==> config.mk <==
export PLATFORM = sky130hd
export DESIGN_NAME = bcd_watchdog
export DESIGN_NICKNAME = d
export VERILOG_FILES = /design/src/rtl/bcdwd_pkg.sv /design/src/rtl/bcdwd_counter.sv /design/src/rtl/bcdwd_regs.sv /design/src/rtl/bcdwd_pulse.sv /design/src/rtl/bcd_watchdog.sv
export SDC_FILE = /design/constraint.sdc
export NUM_CORES = 1
export LEC_CHECK = 0
export BUFFER_PORTS_ARGS = -buffer_cell sky130_fd_sc_hd__buf_2
export CAP_MARGIN = 25
export CORE_ASPECT_RATIO = 1.5
export CORE_UTILIZATION = 37
export CTS_CLUSTER_DIAMETER = 100
export DETAILED_ROUTE_END_ITERATION = 10
export PLACE_DENSITY = 0.62
export SKIP_CTS_REPAIR_TIMING = 1
export SLEW_MARGIN = 20
export SYNTH_ARGS = -nofsm -noshare
export SYNTH_HDL_FRONTEND = slang
export SYNTH_SLANG_ARGS = --single-unit
==> constraint.sdc <==
create_clock -name clk -period 1.86 [get_ports clk]
set_input_delay 0.465 -clock clk [delete_from_list [all_inputs] [get_ports clk]]
set_output_delay 0.465 -clock clk [all_outputs]
set_load 0.1 [all_outputs]
==> src/rtl/bcdwd_pkg.sv <==
package bcdwd_pkg;
  // register byte offsets (decoded by software)
  localparam int OFS_HUND = 12;
  localparam int OFS_SECS = 13;
  localparam int OFS_FLAG = 14;
  localparam int OFS_CTRL = 15;
  // bit positions
  localparam int CTRL_EN_BIT    = 1;
  localparam int CTRL_STEER_BIT = 0;
  localparam int FLAG_WD_BIT    = 1;

  // one BCD digit minus one, wrapping 0 to 9
  function automatic logic [3:0] digit_dec(input logic [3:0] d);
    return (d == 4'd0) ? 4'd9 : d - 4'd1;
  endfunction
endpackage

==> src/rtl/bcdwd_counter.sv <==
module bcdwd_counter #(
  parameter int NUM_DIGITS = 4
) (
  input  logic                    clk,
  input  logic                    rst_n,
  input  logic                    load_i,
  input  logic [4*NUM_DIGITS-1:0] load_val_i,
  input  logic                    step_i,
  output logic                    expire_o
);
  import bcdwd_pkg::*;
  localparam int W = 4 * NUM_DIGITS;

  logic [W-1:0]          cnt_q;
  logic [W-1:0]          dec_val;
  logic [NUM_DIGITS-1:0] borrow;
  logic                  is_zero, is_last;

  assign borrow[0] = 1'b1;
  for (genvar g = 0; g < NUM_DIGITS; g++) begin : g_digit
    assign dec_val[g*4 +: 4] = borrow[g] ? digit_dec(cnt_q[g*4 +: 4]) : cnt_q[g*4 +: 4];
    if (g < NUM_DIGITS - 1) begin : g_borrow
      assign borrow[g+1] = borrow[g] & (cnt_q[g*4 +: 4] == 4'd0);
    end
  end

  assign is_zero  = (cnt_q == '0);
  assign is_last  = (cnt_q == W'(1));
  assign expire_o = step_i & ~load_i & is_last;

  always_ff @(posedge clk) begin
    if (!rst_n)                   cnt_q <= '0;
    else if (load_i)              cnt_q <= load_val_i;
    else if (step_i && !is_zero)  cnt_q <= is_last ? load_val_i : dec_val;
  end

  assert_hold_when_idle_R8: assert property (@(posedge clk) disable iff (!rst_n)
    (!step_i && !load_i) |=> $stable(cnt_q));
  assert_zero_never_moves_R9: assert property (@(posedge clk) disable iff (!rst_n)
    (!load_i && is_zero) |=> is_zero);
  assert_reload_on_expiry_R10: assert property (@(posedge clk) disable iff (!rst_n)
    expire_o |=> (cnt_q == $past(load_val_i)));
endmodule

==> src/rtl/bcdwd_regs.sv <==
module bcdwd_regs #(
  parameter int ADDR_W    = 5,
  parameter int NUM_BYTES = 2
) (
  input  logic                   clk,
  input  logic                   rst_n,
  input  logic                   wr_en_i,
  input  logic                   rd_en_i,
  input  logic [ADDR_W-1:0]      addr_i,
  input  logic [7:0]             wdata_i,
  input  logic                   expire_i,
  output logic [7:0]             rdata_o,
  output logic [8*NUM_BYTES-1:0] prog_val_o,
  output logic                   kick_o,
  output logic                   enable_o,
  output logic                   steer_o,
  output logic                   irq_o
);
  import bcdwd_pkg::*;

  logic [8*NUM_BYTES-1:0] prog_q;
  logic en_q, steer_q, flag_q, irq_q;
  logic hit_flag_rd, hit_ctrl_wr;

  assign hit_flag_rd = rd_en_i && (addr_i == ADDR_W'(OFS_FLAG));
  assign hit_ctrl_wr = wr_en_i && (addr_i == ADDR_W'(OFS_CTRL));

  // programmed value as it stands after this cycle's write
  for (genvar b = 0; b < NUM_BYTES; b++) begin : g_byte
    assign prog_val_o[b*8 +: 8] = (wr_en_i && addr_i == ADDR_W'(OFS_HUND + b))
                                  ? wdata_i : prog_q[b*8 +: 8];
  end

  always_comb begin
    kick_o = 1'b0;
    for (int b = 0; b < NUM_BYTES; b++)
      if (wr_en_i && addr_i == ADDR_W'(OFS_HUND + b)) kick_o = 1'b1;
  end

  always_ff @(posedge clk) begin
    if (!rst_n) begin
      prog_q  <= '0;
      en_q    <= 1'b0;
      steer_q <= 1'b0;
      flag_q  <= 1'b0;
      irq_q   <= 1'b0;
    end else begin
      prog_q <= prog_val_o;
      if (hit_ctrl_wr) begin
        en_q    <= wdata_i[CTRL_EN_BIT];
        steer_q <= wdata_i[CTRL_STEER_BIT];
      end
      if (expire_i)         flag_q <= 1'b1;
      else if (hit_flag_rd) flag_q <= 1'b0;
      if (expire_i && !steer_q) irq_q <= 1'b1;
      else if (hit_flag_rd)     irq_q <= 1'b0;
    end
  end

  always_comb begin
    rdata_o = '0;
    for (int b = 0; b < NUM_BYTES; b++)
      if (addr_i == ADDR_W'(OFS_HUND + b)) rdata_o = prog_q[b*8 +: 8];
    if (addr_i == ADDR_W'(OFS_FLAG)) rdata_o[FLAG_WD_BIT] = flag_q;
    if (addr_i == ADDR_W'(OFS_CTRL)) begin
      rdata_o[CTRL_EN_BIT]    = en_q;
      rdata_o[CTRL_STEER_BIT] = steer_q;
    end
  end

  assign enable_o = en_q;
  assign steer_o  = steer_q;
  assign irq_o    = irq_q;

  assert_flag_sets_R4: assert property (@(posedge clk) disable iff (!rst_n)
    expire_i |=> flag_q);
endmodule

==> src/rtl/bcdwd_pulse.sv <==
module bcdwd_pulse #(
  parameter int PULSE_CYC = 4
) (
  input  logic clk,
  input  logic rst_n,
  input  logic trigger_i,
  output logic pulse_o
);
  localparam int CNT_W = $clog2(PULSE_CYC + 1);
  logic [CNT_W-1:0] cnt_q;

  always_ff @(posedge clk) begin
    if (!rst_n)               cnt_q <= '0;
    else if (trigger_i)       cnt_q <= CNT_W'(PULSE_CYC);
    else if (cnt_q != '0)     cnt_q <= cnt_q - 1'b1;
  end

  assign pulse_o = (cnt_q != '0);

  assert_pulse_starts_R5: assert property (@(posedge clk) disable iff (!rst_n)
    trigger_i |=> pulse_o);
  assert_no_spurious_pulse_R5: assert property (@(posedge clk) disable iff (!rst_n)
    (!trigger_i && !pulse_o) |=> !pulse_o);
endmodule

==> src/rtl/bcd_watchdog.sv <==
module bcd_watchdog #(
  parameter int ADDR_W    = 5,
  parameter int NUM_BYTES = 2,
  parameter int PULSE_CYC = 4
) (
  input  logic              clk,
  input  logic              rst_n,
  input  logic              tick_i,
  input  logic              wr_en_i,
  input  logic              rd_en_i,
  input  logic [ADDR_W-1:0] addr_i,
  input  logic [7:0]        wdata_i,
  output logic [7:0]        rdata_o,
  output logic              wdt_rst_o,
  output logic              wdt_irq_o
);
  localparam int NUM_DIGITS = 2 * NUM_BYTES;

  logic [8*NUM_BYTES-1:0] prog_val;
  logic kick, enable, steer, expire;

  bcdwd_regs #(.ADDR_W(ADDR_W), .NUM_BYTES(NUM_BYTES)) u_regs (
    .clk(clk), .rst_n(rst_n), .wr_en_i(wr_en_i), .rd_en_i(rd_en_i),
    .addr_i(addr_i), .wdata_i(wdata_i), .expire_i(expire),
    .rdata_o(rdata_o), .prog_val_o(prog_val), .kick_o(kick),
    .enable_o(enable), .steer_o(steer), .irq_o(wdt_irq_o)
  );

  bcdwd_counter #(.NUM_DIGITS(NUM_DIGITS)) u_count (
    .clk(clk), .rst_n(rst_n), .load_i(kick), .load_val_i(prog_val),
    .step_i(tick_i & enable), .expire_o(expire)
  );

  bcdwd_pulse #(.PULSE_CYC(PULSE_CYC)) u_pulse (
    .clk(clk), .rst_n(rst_n), .trigger_i(expire & steer), .pulse_o(wdt_rst_o)
  );

  assert_irq_only_unsteered_R6: assert property (@(posedge clk) disable iff (!rst_n)
    $rose(wdt_irq_o) |-> !$past(steer));
endmodule

# Word level (Yosys, flattened, before mapping)
# Cells that the tools add are included.
[word_totals]
latch_bits = 0
ramBits = 0
n_memories = 0
wordCells = 77
reg_bits = 39
mem_bits_ro = 0
[op_classes]
shift = 0
mul = 0
n_eq_ne = 5
order_cmp = 0
n_reduce_logical = 25
muxes = 23
div_mod_pow = 0
n_bitwise = 8
n_addsub = 5
[op_table]
columns = ["cell", "count"]
rows = [
  ["2-to-1 mux 16 bit", 3],
  ["2-to-1 mux 8 bit", 4],
  ["2-to-1 mux 4 bit", 7],
  ["equality test 5 x 4 -> 1 bit (second input constant)", 4],
  ["equality test 16 x 1 -> 1 bit (second input constant)", 1],
  ["logical NOT 16 bit", 1],
  ["logical NOT 4 bit", 4],
  ["subtractor 4 x 1 -> 4 bit (second input constant)", 4],
  ["nonzero test 3 bit", 4],
  ["nonzero test 2 bit", 4],
  ["AND 1 bit", 6],
  ["logical AND 1 bit", 6],
  ["2-to-1 mux 1 bit", 6],
  ["2-to-1 mux 3 bit", 2],
  ["AND reduction 2 bit", 3],
  ["subtractor 3 x 1 -> 3 bit (second input constant)", 1],
  ["logical NOT 1 bit", 2],
  ["2-to-1 mux 2 bit", 1],
  ["NOT 1 bit", 2],
  ["OR reduction 2 bit", 1],
]

# Logic depth before layout (Yosys ltp)
# Gate-level depths: netlist of run 1.
[depth]
word_depth = 9
depth_mapped = 8
mapped_depth_nobuf = 6

# Hierarchy
# Synthesis of run 1 repeated with hierarchy kept, for this count alone.
[unflattened]
hier_cells = 307
hier_area_um2 = 2387.3
[by_module_without_submodules]
columns = ["module", "cells_per_inst", "area_each_um2", "instances", "seq_area_each_um2"]
rows = [
  ["bcdwd_counter", 153, 1151.1, 1, 320.3],
  ["bcdwd_regs", 134, 1056.0, 1, 400.4],
  ["bcdwd_pulse", 18, 167.7, 1, 60.1],
  ["bcd_watchdog", 2, 12.5, 1, 0.0],
]

# Worst setup path before layout of run 1
# No wires, ideal clock.
[synth_timing]
path_kind = "input -> output"
start = "input addr_i[4]"
end = "output rdata_o[0]"
cell_stages = 4
required_time_ps = 1395
t_arrival_ps = 3027
path_buffers = 1
path_slack_ps = -1632
path_cell_list = "and4bb_1 -> buf_2 -> nand2_1 -> o21ai_0"
[synth_between]
elab_chain_cells = 4
elab_cells_between_ends = 6
[synth_lines]
columns = ["item", "line_no", "rtl"]
rows = [
  ["start: declaration", "bcd_watchdog.sv:11", "input logic [ADDR_W-1:0] addr_i,"],
  ["equality test 5 x 4 -> 1 bit", "bcdwd_regs.sv:63", "if (addr_i == ADDR_W'(OFS_HUND + b)) rdata_o = prog_q[b*8 +: 8];"],
  ["2-to-1 mux 8 bit (2 in a row)", "bcdwd_regs.sv:63", ""],
  ["2-to-1 mux 2 bit *", "bcdwd_regs.sv:65", "if (addr_i == ADDR_W'(OFS_CTRL)) begin"],
  ["end: declaration", "bcd_watchdog.sv:13", "output logic [7:0] rdata_o,"],
]
# Every way passes the cells marked *; elsewhere a longest branch is shown, timed or not.

# Final worst setup path of run 1
[layout_timing]
start = "input addr_i[4]"
end = "output rdata_o[6]"
[layout_between]
elab_chain_cells = 3
elab_cells_between_ends = 4
[layout_lines]
columns = ["item", "line_no"]
rows = [
  ["equality test 5 x 4 -> 1 bit", "bcdwd_regs.sv:63"],
  ["2-to-1 mux 8 bit", "bcdwd_regs.sv:63"],
  ["2-to-1 mux 8 bit *", "bcdwd_regs.sv:63"],
]
# Marks and branches as above.

==> results of run 1 <==
-- per-stage QoR --
step,setup WS (ns),area [um^2],std cells,util,TNS (ns)
floorplan,-0.1273,2320,242,-,-1.163
global placement,-0.2731,2988,383,0.5203,-4.927
detailed placement,-0.3124,2988,383,0.5203,-5.972
CTS,-0.2030,3120,391,0.5434,-2.864
global route,-0.1645,3391,398,0.5904,-2.015
finish,-0.1241,3391,398,0.5904,-0.9938
-- logic make-up after synthesis --
| family | synth area share |
|---|---|
| mux | 0.1495 |
| fa+ha+maj | 0.01712 |
| compound gates | 0.2071 |
| xor+xnor | 0.003994 |
| buf+inv | 0.05305 |
| simple gates | 0.2133 |
| flops | 0.3560 |
-- sequential cells by signal, summed over array words and instances, names as in the netlist --
name and flops:
u_regs.irq_o 1, u_regs.steer_o 1, u_regs.prog_q 16, u_pulse.cnt_q 3, u_regs.flag_q 1, u_count.cnt_q 16, u_regs.enable_o 1
-- worst register-to-register path: stages, from the launching register on --
cell,delay (ns)
sky130_fd_sc_hd__dfxtp_2,0.34
sky130_fd_sc_hd__nor4_4,0.37
sky130_fd_sc_hd__nand3_2,0.17
sky130_fd_sc_hd__buf_6,0.17
sky130_fd_sc_hd__o211ai_1,0.36
sky130_fd_sc_hd__buf_4,0.21
sky130_fd_sc_hd__a21oi_2,0.05
sky130_fd_sc_hd__a41o_1,0.19
-- synth_stat cells, drive strengths merged, types with 2 or more instances --
library cell / number
dfxtp: 39
nor2: 27
mux2i: 26
o21ai: 14
nand2: 13
a21oi: 12
buf: 9
a32o: 8
and2: 7
and3: 7
inv: 7
nor3: 7
mux2: 6
nand3: 6
o211ai: 6
nor4: 5
a21boi: 3
a31oi: 3
clkbuf: 3
ha: 3
nand2b: 3
a41o: 2
nand3b: 2
o2111ai: 2
o21a: 2
o31a: 2
or3: 2
-- power by group --
part	total (mW)	switching [mW]	leakage, nW	internal, mW
registers	0.869	0.0117	0.316	0.858
logic	0.520	0.289	1.08	0.231
clock network	0.843	0.307	0.0654	0.536
-- worst max path at each step --
stage                                   startpoint                              to  slack [ns]  depth (start not counted)
CTS                                      addr_i[1]                      rdata_o[0]       -0.20                          7
detailed placement                       addr_i[1]  u_count.cnt_q[12]$_SDFFE_PN0P_       -0.31                          6
finish                                   addr_i[4]                      rdata_o[6]       -0.12                          6
global placement                         addr_i[1]  u_count.cnt_q[13]$_SDFFE_PN0P_       -0.27                          7
global route        u_count.cnt_q[14]$_SDFFE_PN0P_   u_count.cnt_q[9]$_SDFFE_PN0P_       -0.16                          7
floorplan                                addr_i[1]                      rdata_o[1]       -0.13                          4
-- final cells by class --
| class | count | area share |
|---|---|---|
| Clock buffer | 6 | 0.02140 |
| Clock inverter | 2 | 0.01771 |
| Inverter | 7 | 0.008856 |
| Multi-Input combinational cell | 183 | 0.4524 |
| Sequential cell | 39 | 0.2314 |
| Tap cell | 72 | 0.02657 |
| Timing Repair Buffer | 89 | 0.2417 |
-- routing by layer --
metal	track usage	up-vias	wire, um
met5	0	-	0
li1	-	1076	-
met4	0.1093	0	258
met1	0.2185	1020	2552
met3	0.02133	20	180
met2	0.4054	54	3478
==> run summary, run 1 <==
The first global-routing pass estimated 9956 um of wire. The number of pins with negative max-slew slack in the final report came out at 0. In this run the critical register-to-register path is launched from u_count.cnt_q[14]$_SDFFE_PN0P_. The category of the worst setup path launch point is a primary input. Yosys attributes the largest share of cell area to sky130_fd_sc_hd__dfxtp_1 36%, sky130_fd_sc_hd__mux2i_1 12%, sky130_fd_sc_hd__nor2_1 4.6%, sky130_fd_sc_hd__a32o_1 3.7%, sky130_fd_sc_hd__mux2_2 3.1%. The proportion of netlist area held by the largest area contributor is 0.3560. Counting flops with an async set or reset pin after synthesis yields a share of 0. The kind of cell adding the most delay to the critical path is buffers and inverters.

The number of nets in the final layout came out at 346. The total detailed-routing wirelength came out at 6469 um. The maximum level of the CTS H-tree is 2.

The share of the Yosys chip area taken by registers is 0.3560. The DRC violations left came out at 0. For the finished layout, the period the worst path requires is 1.984 ns. The count of state elements after synthesis is 39. The most used flip-flop cell after synthesis is sky130_fd_sc_hd__dfxtp_1. The routed via count divided by cell count is 5.452.

The vertical die dimension is 96.30 um. The placed wire-length estimate came out at 4842 um. The routed via count is 2170. The critical path in this run is classified as in2out. The commonest non-fill, non-tap cell in the layout is sky130_fd_sc_hd__buf_4. After the first detailed-routing iteration, the DRC count stood at 89. Counting flops with a built-in enable in the synthesized netlist gives 0. The clock root buffer master is sky130_fd_sc_hd__clkbuf_8.

The period utilization came out at 1.067. The number of search-and-repair iterations in the first detailed-routing pass came out at 4. Setup repair after global routing could not meet its margin everywhere. The worst setup path is captured at an output pin. The actual transition at the worst max-transition pin is 0.4811 ns. The worst hold-check slack came out at 0.4426 ns. Dividing total power by cell area gives a power density of 658.5 nW/um^2.

The final weighted congestion in routability-driven placement came out at 0.8992. The count of endpoints failing hold in the final timing report is 0. TritonCTS built the clock tree. The all-layer global routing usage came out at 0.2100. The quantity of I/O buffers inserted on ports is 27. The class of the most critical hold timing path is in2reg. The count of final setup violators is 13.

The smallest setup slack after layout is -0.1241 ns. The path with the worst hold slack has its endpoint at u_regs.steer_o$_SDFFE_PN0P_. The setup skew after layout is 0.003687 ns. The worst path buffer plus inverter count came out at 4.

The total overflow reported by the global router is 0. The Yosys step of the flow raised 0 warnings. The CTS clock-pin slew for the worst setup and hold paths is 0.08 ns. The checks that failed: negative setup slack. The largest driver fanout on the critical path is 6. The number of rows created at floorplan is 34. The initial utilization of the core area, before any placement, comes to 0.3819. Compared with the post-synthesis result, the final layout area differs by 54.59%. The startpoint identified for the worst hold timing path is wdata_i[0]. The insertion delay to the later sink of the worst-skew pair came out at 0.29 ns. The number of CTS-inserted buffers is 5. The antenna diode instance count came out at 0. The placeable core region is 5743 um^2. In the layout the commonest cells are 52 x sky130_fd_sc_hd__buf_4, 36 x sky130_fd_sc_hd__dfxtp_1, 26 x sky130_fd_sc_hd__mux2i_1, 19 x sky130_fd_sc_hd__nor2_1, 14 x sky130_fd_sc_hd__buf_2. Dividing the detail-routed wire length by the instance count gives 16.25 um.

Entering global routing, the biggest net connects 18 pins. In this run the horizontal extent of the chip is 64.87 um. The largest incremental delay on the critical path is 0.39 ns. The number of unique standard cell types used by synthesis is 51.

The flow ran to the end, but the final reports show violations. The footprint of the multi-input gates is 1534 um^2. The area of the die came out at 6246 um^2. After filler insertion, the fill cell instance count of the layout stands at 489.

The number of instances in the synthesized netlist is 242. Clock tree synthesis found a total of 39 sinks. The cell leakage power is 1.462 nW. The worst hold path cell count came out at 3. Dividing the synthesized area by the synthesized cell count gives 9.063 um^2. The post-synth net total is 263. IR analysis of the VDD net gives a maximum drop of 0.3603 mV. The endpoint identified for the worst register-to-register timing path is u_count.cnt_q[9]$_SDFFE_PN0P_. The number of antenna violations at the first check in global routing came out at 0. The logic depth of the worst register-to-register path is 7. The arrival time of data at the critical path endpoint came out at 1.52 ns.

The cell area that synthesis handed to floorplanning was 2193 um^2. The area taken by flip-flops and latches is 784.5 um^2. Once detail routing completed, the nets flagged for antenna violations numbered 0.

The number of primary I/O pins is 28. The number of global-route vias before repair was 2230. The setup slack of the most critical reg-to-reg path is -0.09 ns.

The fraction of final layout cells with drive strength greater than 1 came out at 0.4448. In this run the deepest clock path goes through 2 buffers. The max-slew headroom at the worst pin is 0.6815. Summed over all instances, the cell type with the most area after synthesis is sky130_fd_sc_hd__dfxtp_1.

The max-capacitance violation count came out at 0. At the worst endpoint, the required time is 1.39 ns. Walking the worst path, the cells encountered are buf_6, buf_6, or3_4, buf_12, nor2_4, buf_12.

For this design, the slowest cell found on the critical path is sky130_fd_sc_hd__or3_4. Total power for the finished layout comes to 2.233 mW. The peak clock frequency supported by timing came out at 504.0 MHz.
Note: power is estimated with default switching activity, not from simulation.
==> inputs of run 2 (changes only) <==
--- a/config.mk
+++ b/config.mk
@@ -7,12 +7,13 @@
 export LEC_CHECK = 0
 export BUFFER_PORTS_ARGS = -buffer_cell sky130_fd_sc_hd__buf_2
 export CAP_MARGIN = 25
+export CELL_PAD_IN_SITES_DETAIL_PLACEMENT = 1
+export CELL_PAD_IN_SITES_GLOBAL_PLACEMENT = 1
 export CORE_ASPECT_RATIO = 1.5
 export CORE_UTILIZATION = 37
 export CTS_CLUSTER_DIAMETER = 100
 export DETAILED_ROUTE_END_ITERATION = 10
-export PLACE_DENSITY = 0.62
-export SKIP_CTS_REPAIR_TIMING = 1
+export PLACE_DENSITY = 0.76
 export SLEW_MARGIN = 20
 export SYNTH_ARGS = -nofsm -noshare
 export SYNTH_HDL_FRONTEND = slang
==> run summary, run 2 (synthesized netlist as in run 1, its figures left out) <==
The data required time at the worst endpoint was 1.39 ns (about the same). The net switching power is 0.7207 mW (+19%). The final core utilization was 0.6444 (+0.05403).

The cell leakage power came to 1.511 nW (+3.4%). The run finished, with violations left. The combinational power share came to 0.269 (+0.036). The clock period minus final worst setup slack is 2.024 ns (+0.03966 ns). The vertical die dimension came out at 96.30 um (unchanged). The worst hold path cell count is 3 (unchanged). Setup repair after global routing could not meet its margin everywhere. In the layout the commonest cells are 53 x sky130_fd_sc_hd__buf_4, 32 x sky130_fd_sc_hd__dfxtp_1, 20 x sky130_fd_sc_hd__nor2_1, 18 x sky130_fd_sc_hd__mux2i_1, 17 x sky130_fd_sc_hd__buf_6. The actual transition at the worst max-transition pin came out at 0.4870 ns (+0.005951 ns). The routed via count is 2531 (+17%). The number of search-and-repair iterations in the first detailed-routing pass is 4 (unchanged). The peak clock frequency supported by timing came out at 494.1 MHz (-2.0%).

The count of final setup violators came to 28 (+15). The post-place setup slack came to -0.3707 ns (-0.05824 ns). The total overflow reported by the global router came out at 0 (unchanged). The number of primary I/O pins was 28 (unchanged). The commonest non-fill, non-tap cell in the layout is sky130_fd_sc_hd__buf_4.

TritonCTS built the clock tree. The largest registers in the layout are u_count.cnt_q x16, u_regs.prog_q x16, u_pulse.cnt_q x3. The switching fraction of total power came out at 0.3005 (+0.02848).

The number of sinks driven by the clock tree is 39 (unchanged). The fraction of final layout cells with drive strength greater than 1 was 0.5284 (+0.08357). The number of filler cells placed in the layout came to 596 (+22%).

The design internal power is 1.678 mW (+3.2%). The final reports fail on negative setup slack. The sequential share of power came out at 0.367 (-0.022). The routed via count divided by cell count was 6.219 (+14%).

The CTS clock-pin slew for the worst setup and hold paths came out at 0.09 ns (about the same). The area growth from synthesis to layout is 68.74%. In this run the clock root is driven by a sky130_fd_sc_hd__clkbuf_8. The all-layer global routing usage is 0.3094 (+0.09945). The max-capacitance violation count is 0 (unchanged).

The maximum VDD drop was 0.6267 mV (+74%). The number of antenna violations at the first check in global routing is 0 (unchanged). The number of nets in the final layout came out at 355 (+2.6%). The area of the die is 6246 um^2 (unchanged). The maximum count of clock buffers along a single path came out at 2 (unchanged). The smallest setup slack after layout is -0.1638 ns (-0.03966 ns). The arrival time of data at the critical path endpoint came out at 1.56 ns (+0.04 ns).

The period utilization is 1.088 (+0.02132). The number of global-route vias before repair is 2623 (+18%). The maximum level of the CTS H-tree was 2 (unchanged).

The kind of capture point of the worst setup path is an output pin. The logic depth of the worst register-to-register path came out at 6 (-1). The initial core utilization is 0.3819 (unchanged). The number of placed cells counting well taps came to 381 (-0.52%).

The final routed wire length divided by cell count is 27.88 um (+72%). The total detailed-routing wirelength came out at 11350 um (+75%). The worst setup path is launched from a primary input. The number of pins with negative max-slew slack in the final report is 0 (unchanged). The largest driver fanout on the critical path came to 4 (-2). The class of the most critical setup path is in2out.

The final weighted congestion in routability-driven placement is 0.8720 (-3.0%). The insertion delay to the later sink of the worst-skew pair was 0.31 ns (+0.02 ns). The final setup TNS came out at -2.114 ns (-1.120 ns). The number of nets still failing antenna checks after routing is 0 (unchanged). The number of CTS-inserted buffers is 5 (unchanged). The setup skew after layout came out at 0.008683 ns (+0.004996 ns).

The placed wire-length estimate came out at 5584 um (+15%). The class of the most critical hold timing path is in2reg. The quantity of I/O buffers inserted on ports is 27 (unchanged). The number of rows created at floorplan is 34 (unchanged).

The areal power density over the cells came out at 648.0 nW/um^2 (-1.6%). The width of the die came out at 64.87 um (unchanged). The violation count after the first detailed-routing iteration came to 177 (+99%). The count of endpoints failing hold in the final timing report came out at 0 (unchanged).

The antenna diode instance count is 0 (unchanged). The max-slew headroom at the worst pin is 0.6776 (-0.003939). The post-layout instance count excluding filler cells is 407 (+2.3%).

The placeable core region came to 5743 um^2 (unchanged). The relative contribution of the clock network to total power is 0.364 (-0.014). The wire length of the first global-routing pass is 14150 um (+42%).

The maximum number of pins on one net before global-route repair came out at 18 (unchanged). The DRC violations left came out at 0 (unchanged).
run 2: changes by cell type in the layout (fill, tap and decap cells not counted), moves of 4 or more:
cell,previous run,this run
sky130_fd_sc_hd__mux2i_1,26,18
sky130_fd_sc_hd__buf_6,11,17
sky130_fd_sc_hd__mux2i_4,0,7
sky130_fd_sc_hd__dfxtp_1,36,32
run 2: final timing paths:
path | startpoint | end | slack (ns)
setup / recovery | addr_i[4] | rdata_o[0] | -0.16
hold / removal | wdata_i[0] | u_regs.steer_o$_SDFFE_PN0P_ | 0.49
setup reg to reg | u_count.cnt_q[15]$_SDFFE_PN0P_ | u_count.cnt_q[12]$_SDFFE_PN0P_ | -0.13
hold reg to reg | u_regs.irq_o$_SDFFE_PN0P_ | u_regs.irq_o$_SDFFE_PN0P_ | 0.51
run 2: per-stage QoR:
step	power, mW	cell area, um^2	hold slack (ns)
2_1_floorplan	1.179	2320	0.4658
3_3_place_gp	1.313	2985	0.4453
3_5_place_dp	1.336	2985	0.4577
4_1_cts	2.233	3351	0.4669
5_1_grt	2.486	3701	0.5046
6_report	2.398	3701	0.4882
run 2: per-layer routing:
metal,track usage,share of wire
met4,0.1722,0.063
met2,0.5738,0.51
met5,0,0
met1,0.3204,0.37
met3,0.05924,0.055
run 2: cell type report:
class | count | area [um^2] | share of cell area
clock buffer | 6 | 72.57 | 0.01961
clock inverter | 2 | 60.06 | 0.01623
inverter | 7 | 30.03 | 0.008114
multi-input combinational | 184 | 1737 | 0.4692
sequential | 39 | 792.0 | 0.2140
tap | 72 | 90.09 | 0.02434
timing repair buffer | 97 | 919.6 | 0.2485
run 2: critical path, cell delays in order:
cell,delay (ns)
sky130_fd_sc_hd__buf_6,0.09
sky130_fd_sc_hd__buf_6,0.11
sky130_fd_sc_hd__nor3b_2,0.21
sky130_fd_sc_hd__buf_4,0.18
sky130_fd_sc_hd__a22o_1,0.16
sky130_fd_sc_hd__nand2_2,0.07
sky130_fd_sc_hd__o21ai_4,0.07
sky130_fd_sc_hd__buf_12,0.19
run 2: what timing repair did:
item | CTS | global route
pin swaps | 16 | 29
hold buffers | 0 | 0
gates resized for setup | 40 | 53
gates cloned | 0 | 2
buffers inserted | 7 | 12
setup endpoints to repair | 30 | 29
run 2: power groups by stage:
stage	registers [mW]	logic [mW]	clock network (mW)
finish	0.880	0.646	0.872
global route	0.885	0.679	0.921
CTS	0.872	0.494	0.866
detailed placement	0.889	0.446	0
global placement	0.886	0.426	0
floorplan	0.885	0.293	0
